**config.mk**
```make
export PLATFORM = sky130hd
export DESIGN_NAME = crc_tbl_builder
export DESIGN_NICKNAME = d
export VERILOG_FILES = /design/src/rtl/crc_tbl_pkg.sv /design/src/rtl/crc_tbl_rst_sync.sv /design/src/rtl/crc_tbl_ram.sv /design/src/rtl/crc_tbl_shift.sv /design/src/rtl/crc_tbl_ctrl.sv /design/src/rtl/crc_tbl_builder.sv
export SDC_FILE = /design/constraint.sdc
export NUM_CORES = 2
export LEC_CHECK = 0
export ABC_AREA = 0
export ABC_CLOCK_PERIOD_IN_PS = 18500
export CAP_MARGIN = 20
export CELL_PAD_IN_SITES_DETAIL_PLACEMENT = 1
export CELL_PAD_IN_SITES_GLOBAL_PLACEMENT = 1
export CORE_UTILIZATION = 40
export DETAILED_ROUTE_END_ITERATION = 8
export DONT_BUFFER_PORTS = 1
export PLACE_DENSITY = 0.63
export RECOVER_POWER = 50
export SLEW_MARGIN = 20
export SYNTH_ARGS = -nofsm -noshare
export SYNTH_HDL_FRONTEND = slang
export SYNTH_HIERARCHICAL = 1
export SYNTH_SLANG_ARGS = --single-unit
```
**constraint.sdc**
```tcl
create_clock -name clk -period 18.5 [get_ports clk]
set_clock_uncertainty 0.15 [all_clocks]
set_input_delay 4.625 -clock clk [delete_from_list [all_inputs] [get_ports clk]]
set_output_delay 4.625 -clock clk [all_outputs]
set_load 0.05 [all_outputs]
```
**src/rtl/crc_tbl_pkg.sv**
```systemverilog
package crc_tbl_pkg;
  typedef enum logic [2:0] {
    ST_IDLE = 3'd0,
    ST_ZERO = 3'd1,
    ST_STEP = 3'd2,
    ST_RD   = 3'd3,
    ST_WR   = 3'd4
  } crc_tbl_state_e;
endpackage

```
**src/rtl/crc_tbl_rst_sync.sv**
```systemverilog
module crc_tbl_rst_sync #(
  parameter int STAGES = 2
) (
  input  logic clk,
  input  logic rst_n,
  output logic rst_sync_n
);
  logic [STAGES-1:0] sync_q;

  always_ff @(posedge clk or negedge rst_n) begin
    if (!rst_n) sync_q <= '0;
    else        sync_q <= {sync_q[STAGES-2:0], 1'b1};
  end

  assign rst_sync_n = sync_q[STAGES-1];
endmodule

```
**src/rtl/crc_tbl_ram.sv**
```systemverilog
module crc_tbl_ram #(
  parameter int AW = 8,
  parameter int DW = 16
) (
  input  logic          clk,
  input  logic          we,
  input  logic [AW-1:0] waddr,
  input  logic [DW-1:0] wdata,
  input  logic          re,
  input  logic [AW-1:0] raddr,
  output logic [DW-1:0] rdata
);
  localparam int DEPTH = 1 << AW;

  logic [DW-1:0] mem [DEPTH];

  always_ff @(posedge clk) begin
    if (we) mem[waddr] <= wdata;
    if (re) rdata <= mem[raddr];
  end
endmodule

```
**src/rtl/crc_tbl_shift.sv**
```systemverilog
module crc_tbl_shift #(
  parameter int W = 16
) (
  input  logic         lsb,
  input  logic [W-1:0] poly,
  input  logic [W-1:0] cur,
  output logic [W-1:0] nxt
);
  logic [W-1:0] shl, shr;

  assign shl = {cur[W-2:0], 1'b0} ^ (cur[W-1] ? poly : '0);
  assign shr = {1'b0, cur[W-1:1]} ^ (cur[0]   ? poly : '0);
  assign nxt = lsb ? shr : shl;
endmodule

```
**src/rtl/crc_tbl_ctrl.sv**
```systemverilog
module crc_tbl_ctrl
  import crc_tbl_pkg::*;
#(
  parameter int CRC_W = 16,
  parameter int IDX_W = 8
) (
  input  logic             clk,
  input  logic             rst_n,
  input  logic             start,
  input  logic             lsb_first,
  input  logic [CRC_W-1:0] poly,
  input  logic [CRC_W-1:0] work_nxt,
  output logic [CRC_W-1:0] work_q,
  output logic             lsb_q,
  output logic [CRC_W-1:0] poly_q,
  output logic             rd_en,
  output logic [IDX_W-1:0] rd_addr,
  input  logic [CRC_W-1:0] rd_data,
  output logic             wr_en,
  output logic [IDX_W-1:0] wr_addr,
  output logic [CRC_W-1:0] wr_data,
  output logic             busy,
  output logic             done
);
  localparam int               ENTRIES  = 1 << IDX_W;
  localparam logic [IDX_W-1:0] HALF_IDX = IDX_W'(ENTRIES / 2);
  localparam logic [IDX_W-1:0] ONE_IDX  = IDX_W'(1);
  localparam logic [IDX_W:0]   END_J    = (IDX_W+1)'(ENTRIES);
  localparam logic [CRC_W-1:0] MSB_SEED = CRC_W'(1) << (CRC_W - 1);
  localparam logic [CRC_W-1:0] LSB_SEED = CRC_W'(1);

  crc_tbl_state_e   st_q, st_d;
  logic [IDX_W-1:0] i_q, i_d;
  logic [IDX_W:0]   j_q, j_d, j_nx;
  logic [CRC_W-1:0] work_d;
  logic             done_q, done_d;
  logic             cfg_ld, work_en, i_en, j_en;
  logic             last_grp, last_run;

  // next-state logic
  always_comb begin
    st_d     = st_q;
    i_d      = i_q;
    j_d      = j_q;
    work_d   = work_q;
    done_d   = 1'b0;
    cfg_ld   = 1'b0;
    work_en  = 1'b0;
    i_en     = 1'b0;
    j_en     = 1'b0;
    rd_en    = 1'b0;
    wr_en    = 1'b0;
    wr_addr  = '0;
    wr_data  = '0;
    j_nx     = '0;
    last_grp = 1'b0;
    last_run = 1'b0;
    case (st_q)
      ST_IDLE: begin
        if (start) begin
          cfg_ld  = 1'b1;
          work_en = 1'b1;
          work_d  = lsb_first ? LSB_SEED : MSB_SEED;
          i_en    = 1'b1;
          i_d     = lsb_first ? HALF_IDX : ONE_IDX;
          st_d    = ST_ZERO;
        end
      end
      ST_ZERO: begin
        wr_en = 1'b1;
        st_d  = ST_STEP;
      end
      ST_STEP: begin
        work_en = 1'b1;
        work_d  = work_nxt;
        j_en    = 1'b1;
        j_d     = '0;
        st_d    = ST_RD;
      end
      ST_RD: begin
        rd_en = 1'b1;
        st_d  = ST_WR;
      end
      ST_WR: begin
        wr_en   = 1'b1;
        wr_addr = i_q ^ j_q[IDX_W-1:0];
        wr_data = work_q ^ rd_data;
        if (!lsb_q) begin
          j_nx     = j_q + (IDX_W+1)'(1);
          last_grp = (j_nx == {1'b0, i_q});
          last_run = (i_q == HALF_IDX);
        end else begin
          j_nx     = j_q + {i_q, 1'b0};
          last_grp = (j_nx >= END_J);
          last_run = (i_q == ONE_IDX);
        end
        if (last_grp) begin
          if (last_run) begin
            done_d = 1'b1;
            st_d   = ST_IDLE;
          end else begin
            i_en = 1'b1;
            i_d  = lsb_q ? (i_q >> 1) : (i_q << 1);
            st_d = ST_STEP;
          end
        end else begin
          j_en = 1'b1;
          j_d  = j_nx;
          st_d = ST_RD;
        end
      end
      default: st_d = ST_IDLE;
    endcase
  end

  // control registers
  always_ff @(posedge clk or negedge rst_n) begin
    if (!rst_n) begin
      st_q   <= ST_IDLE;
      done_q <= 1'b0;
    end else begin
      st_q   <= st_d;
      done_q <= done_d;
    end
  end

  // datapath registers with explicit enables
  always_ff @(posedge clk) begin
    if (cfg_ld) begin
      lsb_q  <= lsb_first;
      poly_q <= poly;
    end
    if (work_en) work_q <= work_d;
    if (i_en)    i_q    <= i_d;
    if (j_en)    j_q    <= j_d;
  end

  assign rd_addr = j_q[IDX_W-1:0];
  assign busy    = (st_q != ST_IDLE);
  assign done    = done_q;
endmodule

```
**src/rtl/crc_tbl_builder.sv**
```systemverilog
module crc_tbl_builder #(
  parameter int CRC_W = 16,
  parameter int IDX_W = 8
) (
  input  logic             clk,
  input  logic             rst_n,
  input  logic             start,
  input  logic             lsb_first,
  input  logic [CRC_W-1:0] poly,
  output logic             busy,
  output logic             done,
  output logic             wr_en,
  output logic [IDX_W-1:0] wr_addr,
  output logic [CRC_W-1:0] wr_data
);
  logic             rst_sync_n;
  logic [CRC_W-1:0] work_q, work_nxt, poly_q, rd_data;
  logic             lsb_q, rd_en, busy_i, done_i;
  logic [IDX_W-1:0] rd_addr;

  crc_tbl_rst_sync #(.STAGES(2)) u_rst (
    .clk        (clk),
    .rst_n      (rst_n),
    .rst_sync_n (rst_sync_n)
  );

  crc_tbl_ctrl #(.CRC_W(CRC_W), .IDX_W(IDX_W)) u_ctrl (
    .clk       (clk),
    .rst_n     (rst_sync_n),
    .start     (start),
    .lsb_first (lsb_first),
    .poly      (poly),
    .work_nxt  (work_nxt),
    .work_q    (work_q),
    .lsb_q     (lsb_q),
    .poly_q    (poly_q),
    .rd_en     (rd_en),
    .rd_addr   (rd_addr),
    .rd_data   (rd_data),
    .wr_en     (wr_en),
    .wr_addr   (wr_addr),
    .wr_data   (wr_data),
    .busy      (busy_i),
    .done      (done_i)
  );

  crc_tbl_shift #(.W(CRC_W)) u_shift (
    .lsb  (lsb_q),
    .poly (poly_q),
    .cur  (work_q),
    .nxt  (work_nxt)
  );

  crc_tbl_ram #(.AW(IDX_W), .DW(CRC_W)) u_ram (
    .clk   (clk),
    .we    (wr_en),
    .waddr (wr_addr),
    .wdata (wr_data),
    .re    (rd_en),
    .raddr (rd_addr),
    .rdata (rd_data)
  );

  assign busy = busy_i;
  assign done = done_i;
endmodule

```
==> impl_summary.txt <==
----------------------------------------------------
[GRT]
  Initial antenna violation count ... 27
  Global Route Usage Sum ... 23.4%
  Overflow after GRT ... 0
  Number of global-route vias before repair ... 85,099
  Maximum number of pins on one net before global-route repair ... 103
  Global-route wire length before repair ... 675,000 microns

[Timing]
  Setup repair after global routing missed its margin ... false
  Setup TNS ... 0 ns
  Finish-stage setup viols ... 0
  Crit path time final ... 12.45 ns
  Final number of max-transition violations ... 4,156
  Worst slew margin relative to its limit ... -274%
  Worst-margin pin slew ... between 5 and 6 ns
  Count of final hold-check violations ... 0
  Fmax ... 80.4 MHz
  Period utilization ... 67.3%
  Minimum hold slack ... 0.0552 ns

[Die]
  Die height ... approximately 640 microns
  Number of top-level pins ... 47
  Effective utilization at floorplan ... 40.3%
  Number of placement rows ... between 200 and 250
  Core area ... between 0.4 and 0.5 sq mm
  Die width ... 640 microns
  Die area ... around 0.41 sq mm

[Critical path]
  Biggest cell delay along the critical path ... 2.27 ns
  Worst reg2reg endpoint ... u_ram/mem[152][4]
  Most common cell type on the critical path ... clkbuf_1
  Required time reported for the critical path endpoint ... 18.65 ns
  Reg2reg start ... u_ctrl/st_q[1]
  Highest-delay cell along the critical path ... clkbuf_1
  Worst-path cell chain ... nor2_1 -> nand2_1 -> clkbuf_1 -> nor2_1 -> clkbuf_1 -> clkbuf_1 -> clkbuf_1 -> clkbuf_1 -> clkbuf_1
  Data arrival at the endpoint of the critical path ... around 13 ns
  Type of destination of the critical path ... flop
  Top fanout value on the critical path ... 61
  Worst R2R Setup Slack ... 6.05 ns
  Type of origin of the critical path ... flop
  Number of cells on the worst reg-to-reg path ... 9
  Worst Path Class, Setup ... reg -> reg

[Synthesis]
  Top-area cell type share of the netlist area ... approximately three quarters
  Average footprint of a synthesized cell ... 21.0 sq um
  Number of flip-flops and latches in the synthesized netlist ... 4,168
  Fraction of the yosys area taken by sequential cells ... 76.9%
  Number of flops mapped to enable cells by yosys ... 4,162
  Top cell type by total area after synthesis ... edfxtp_1
  Post-synth ARST share ... 0.144%
  Cell area after technology mapping ... ~0.16 sq mm
  Library cells used by synthesis ... 72
  Count of synthesis-stage warnings from yosys ... 6
  Predominant post-synthesis flop cell ... edfxtp_1
  Top area cells in the synthesized netlist ... edfxtp_1, mux4_2, mux2i_1
  Cells after Synth ... just under 8,000
  Synthesized Nets ... 7,783

[CTS]
  # resized after CTS ... 0
  Post-CTS Setup Repair Bufs ... 0
  Number of buffers added by the clock tree synthesis step ... 426
  Number of H-tree branching levels ... 5
  Insertion delay of the later-clocked pin in the worst-skew pair ... 1.00 ns
  CTS tree ... done
  Cts-stage hold buffer count ... 0
  Clock Pin Slew Worst Setup and Hold Paths ... 0.06 ns
  Bufs on Longest Clock Path ... 4
  Root cell of the clock tree ... clkbuf_16
  Number of clock sinks ... 4,168

[Final layout]
  Sequential Area ... 0.125 sq mm
  Combined area of the multi-input logic cells ... 0.0353 sq mm
  Number of nets in the finished design ... a little over 8,000
  Most common cell after layout, fill and taps aside ... edfxtp_1
  Most used cells in the layout excluding fill and tap cells ... edfxtp_1, mux4_2, mux2i_1, clkbuf_16, buf_4
  Layout overhead on the synthesized area ... 13.3%
  Fill cells ... about 37,000
  Cell area after layout ... 0.184 sq mm
  Fraction of final layout cells with drive strength greater than 1 ... a little under a quarter

[Placed design]
  Area of placed instances ... 0.171 sq mm
  Weighted congestion at the end of routability-driven global placement ... 0.874
  Final HPWL DP ... 290,000 microns
  Count of input and output buffers ... 0

[Routing]
  Average wire length per cell after detail routing ... 34.9 microns
  Number of routed nets with antenna violations ... 0
  Number of DRC violations after detailed-routing iteration 0 ... around 9,900
  Number of vias after detailed routing ... 83,781
  Number of iterations in the first detailed-routing pass ... 5
  DRC viols ... 0
  WL final ... 486,000 microns
  Detail-routed via count per cell ... between 6 and 7

[Run]
  Max Cap Viol ... 81

[Run status]
  Failing checks ... capacitance limit, slew limit
  Result of the run ... finished with violations

[Pwr]
  PD cells ... 145 mW/mm^2
  Total leakage power ... roughly 54 nW
  Sum of internal, switching and leakage power ... 0.0267 W
  Worst supply voltage drop on vdd ... roughly 100 uV

[Min path]
  Min-Delay Path Class ... reg -> async

----------------------------------------------------
[synthesized netlist by cell type, types with 61 or more instances]
master    number
a21oi_1      186
buf_2         82
buf_6         81
clkbuf_1     242
edfxtp_1    4162
mux2_2        89
mux2i_1      573
mux4_2       797
nand2_1       61
nand3_1       64
nor2_1       352
nor3_1        97
o221ai_1     252
o22ai_1      150
[final cells by class]
cell class	instances	area share (%)
multi-input cells	3088	19.1
clock buffers	517	6.00
inverters	13	0.0333
diodes	15	0.0204
clock inverters	272	1.55
well taps	5405	3.67
flip-flops and latches	4168	67.9
repair buffers	443	1.73
[worst max-delay path by stage]
stage                              start           endpoint  slack [ns]
after floorplan           u_ctrl/st_q[0]         wr_data[0]        6.23
final                     u_ctrl/st_q[1]  u_ram/mem[152][4]        6.05
after detailed placement  u_ctrl/st_q[0]        wr_data[12]       10.94
after CTS                 u_ctrl/st_q[1]        wr_data[12]        9.85
after global routing      u_ctrl/st_q[1]  u_ram/mem[152][4]        5.73
after global placement    u_ctrl/st_q[0]         wr_addr[3]       10.95
[state kept, by name, indices dropped and copies added, names as in the netlist]
register / flops
u_ctrl/done: 1
u_ctrl/i_q: 8
u_ctrl/j_q: 9
u_ctrl/lsb_q: 1
u_ctrl/poly_q: 16
u_ctrl/st_q: 3
u_ctrl/work_q: 16
u_ram/mem: 4096
u_ram/rdata: 16
u_rst/sync_q: 2
[layer usage]
layer | GRT usage [%] | vias up | part of all wire (%)
met5 | 0 | - | 0.048
met4 | 9.04 | 8 | 4.3
met3 | 4.38 | 777 | 8.2
met2 | 37.5 | 3724 | 47
met1 | 31.7 | 45797 | 40
li1 | - | 33475 | -
[cell families after synthesis]
group,after synthesis,synth area share [%]
muxes,1461,15.2
buffers and inverters,498,1.79
DFF,4168,76.9
adders and majority gates,9,0.0738
and+or+nand+nor,701,1.98
AOI/OAI and AO/OA,862,3.77
xor gates and xnor gates,54,0.291
other,1,0.00230
[report_power, final]
| group | switching, W | leakage (nW) | internal, W | total [W] |
|---|---|---|---|---|
| Sequential | 0.000116 | 34.8 | 0.0109 | 0.0110 |
| Clock | 0.00370 | 6.78 | 0.00494 | 0.00864 |
| Combinational | 0.00458 | 12.7 | 0.00246 | 0.00704 |
| Total | 0.00840 | 54.2 | 0.0183 | 0.0267 |
[worst max-delay path, delay by kind of cell, from the launching register on]
kind                   cells  cell delay, ns
buffers and inverters      6            9.53
DFF                        1            0.50
and+or+nand+nor            3            1.34
[metrics by stage]
step,utilization [%],setup slack [ns],cells
final,45.7,6.05,13921
after detailed placement,42.3,10.94,13114
after global routing,45.7,5.73,13908
after floorplan,-,6.23,7754
after CTS,45.8,9.85,13903
after global placement,42.2,10.95,13099
(Power assumes the default switching activity.)
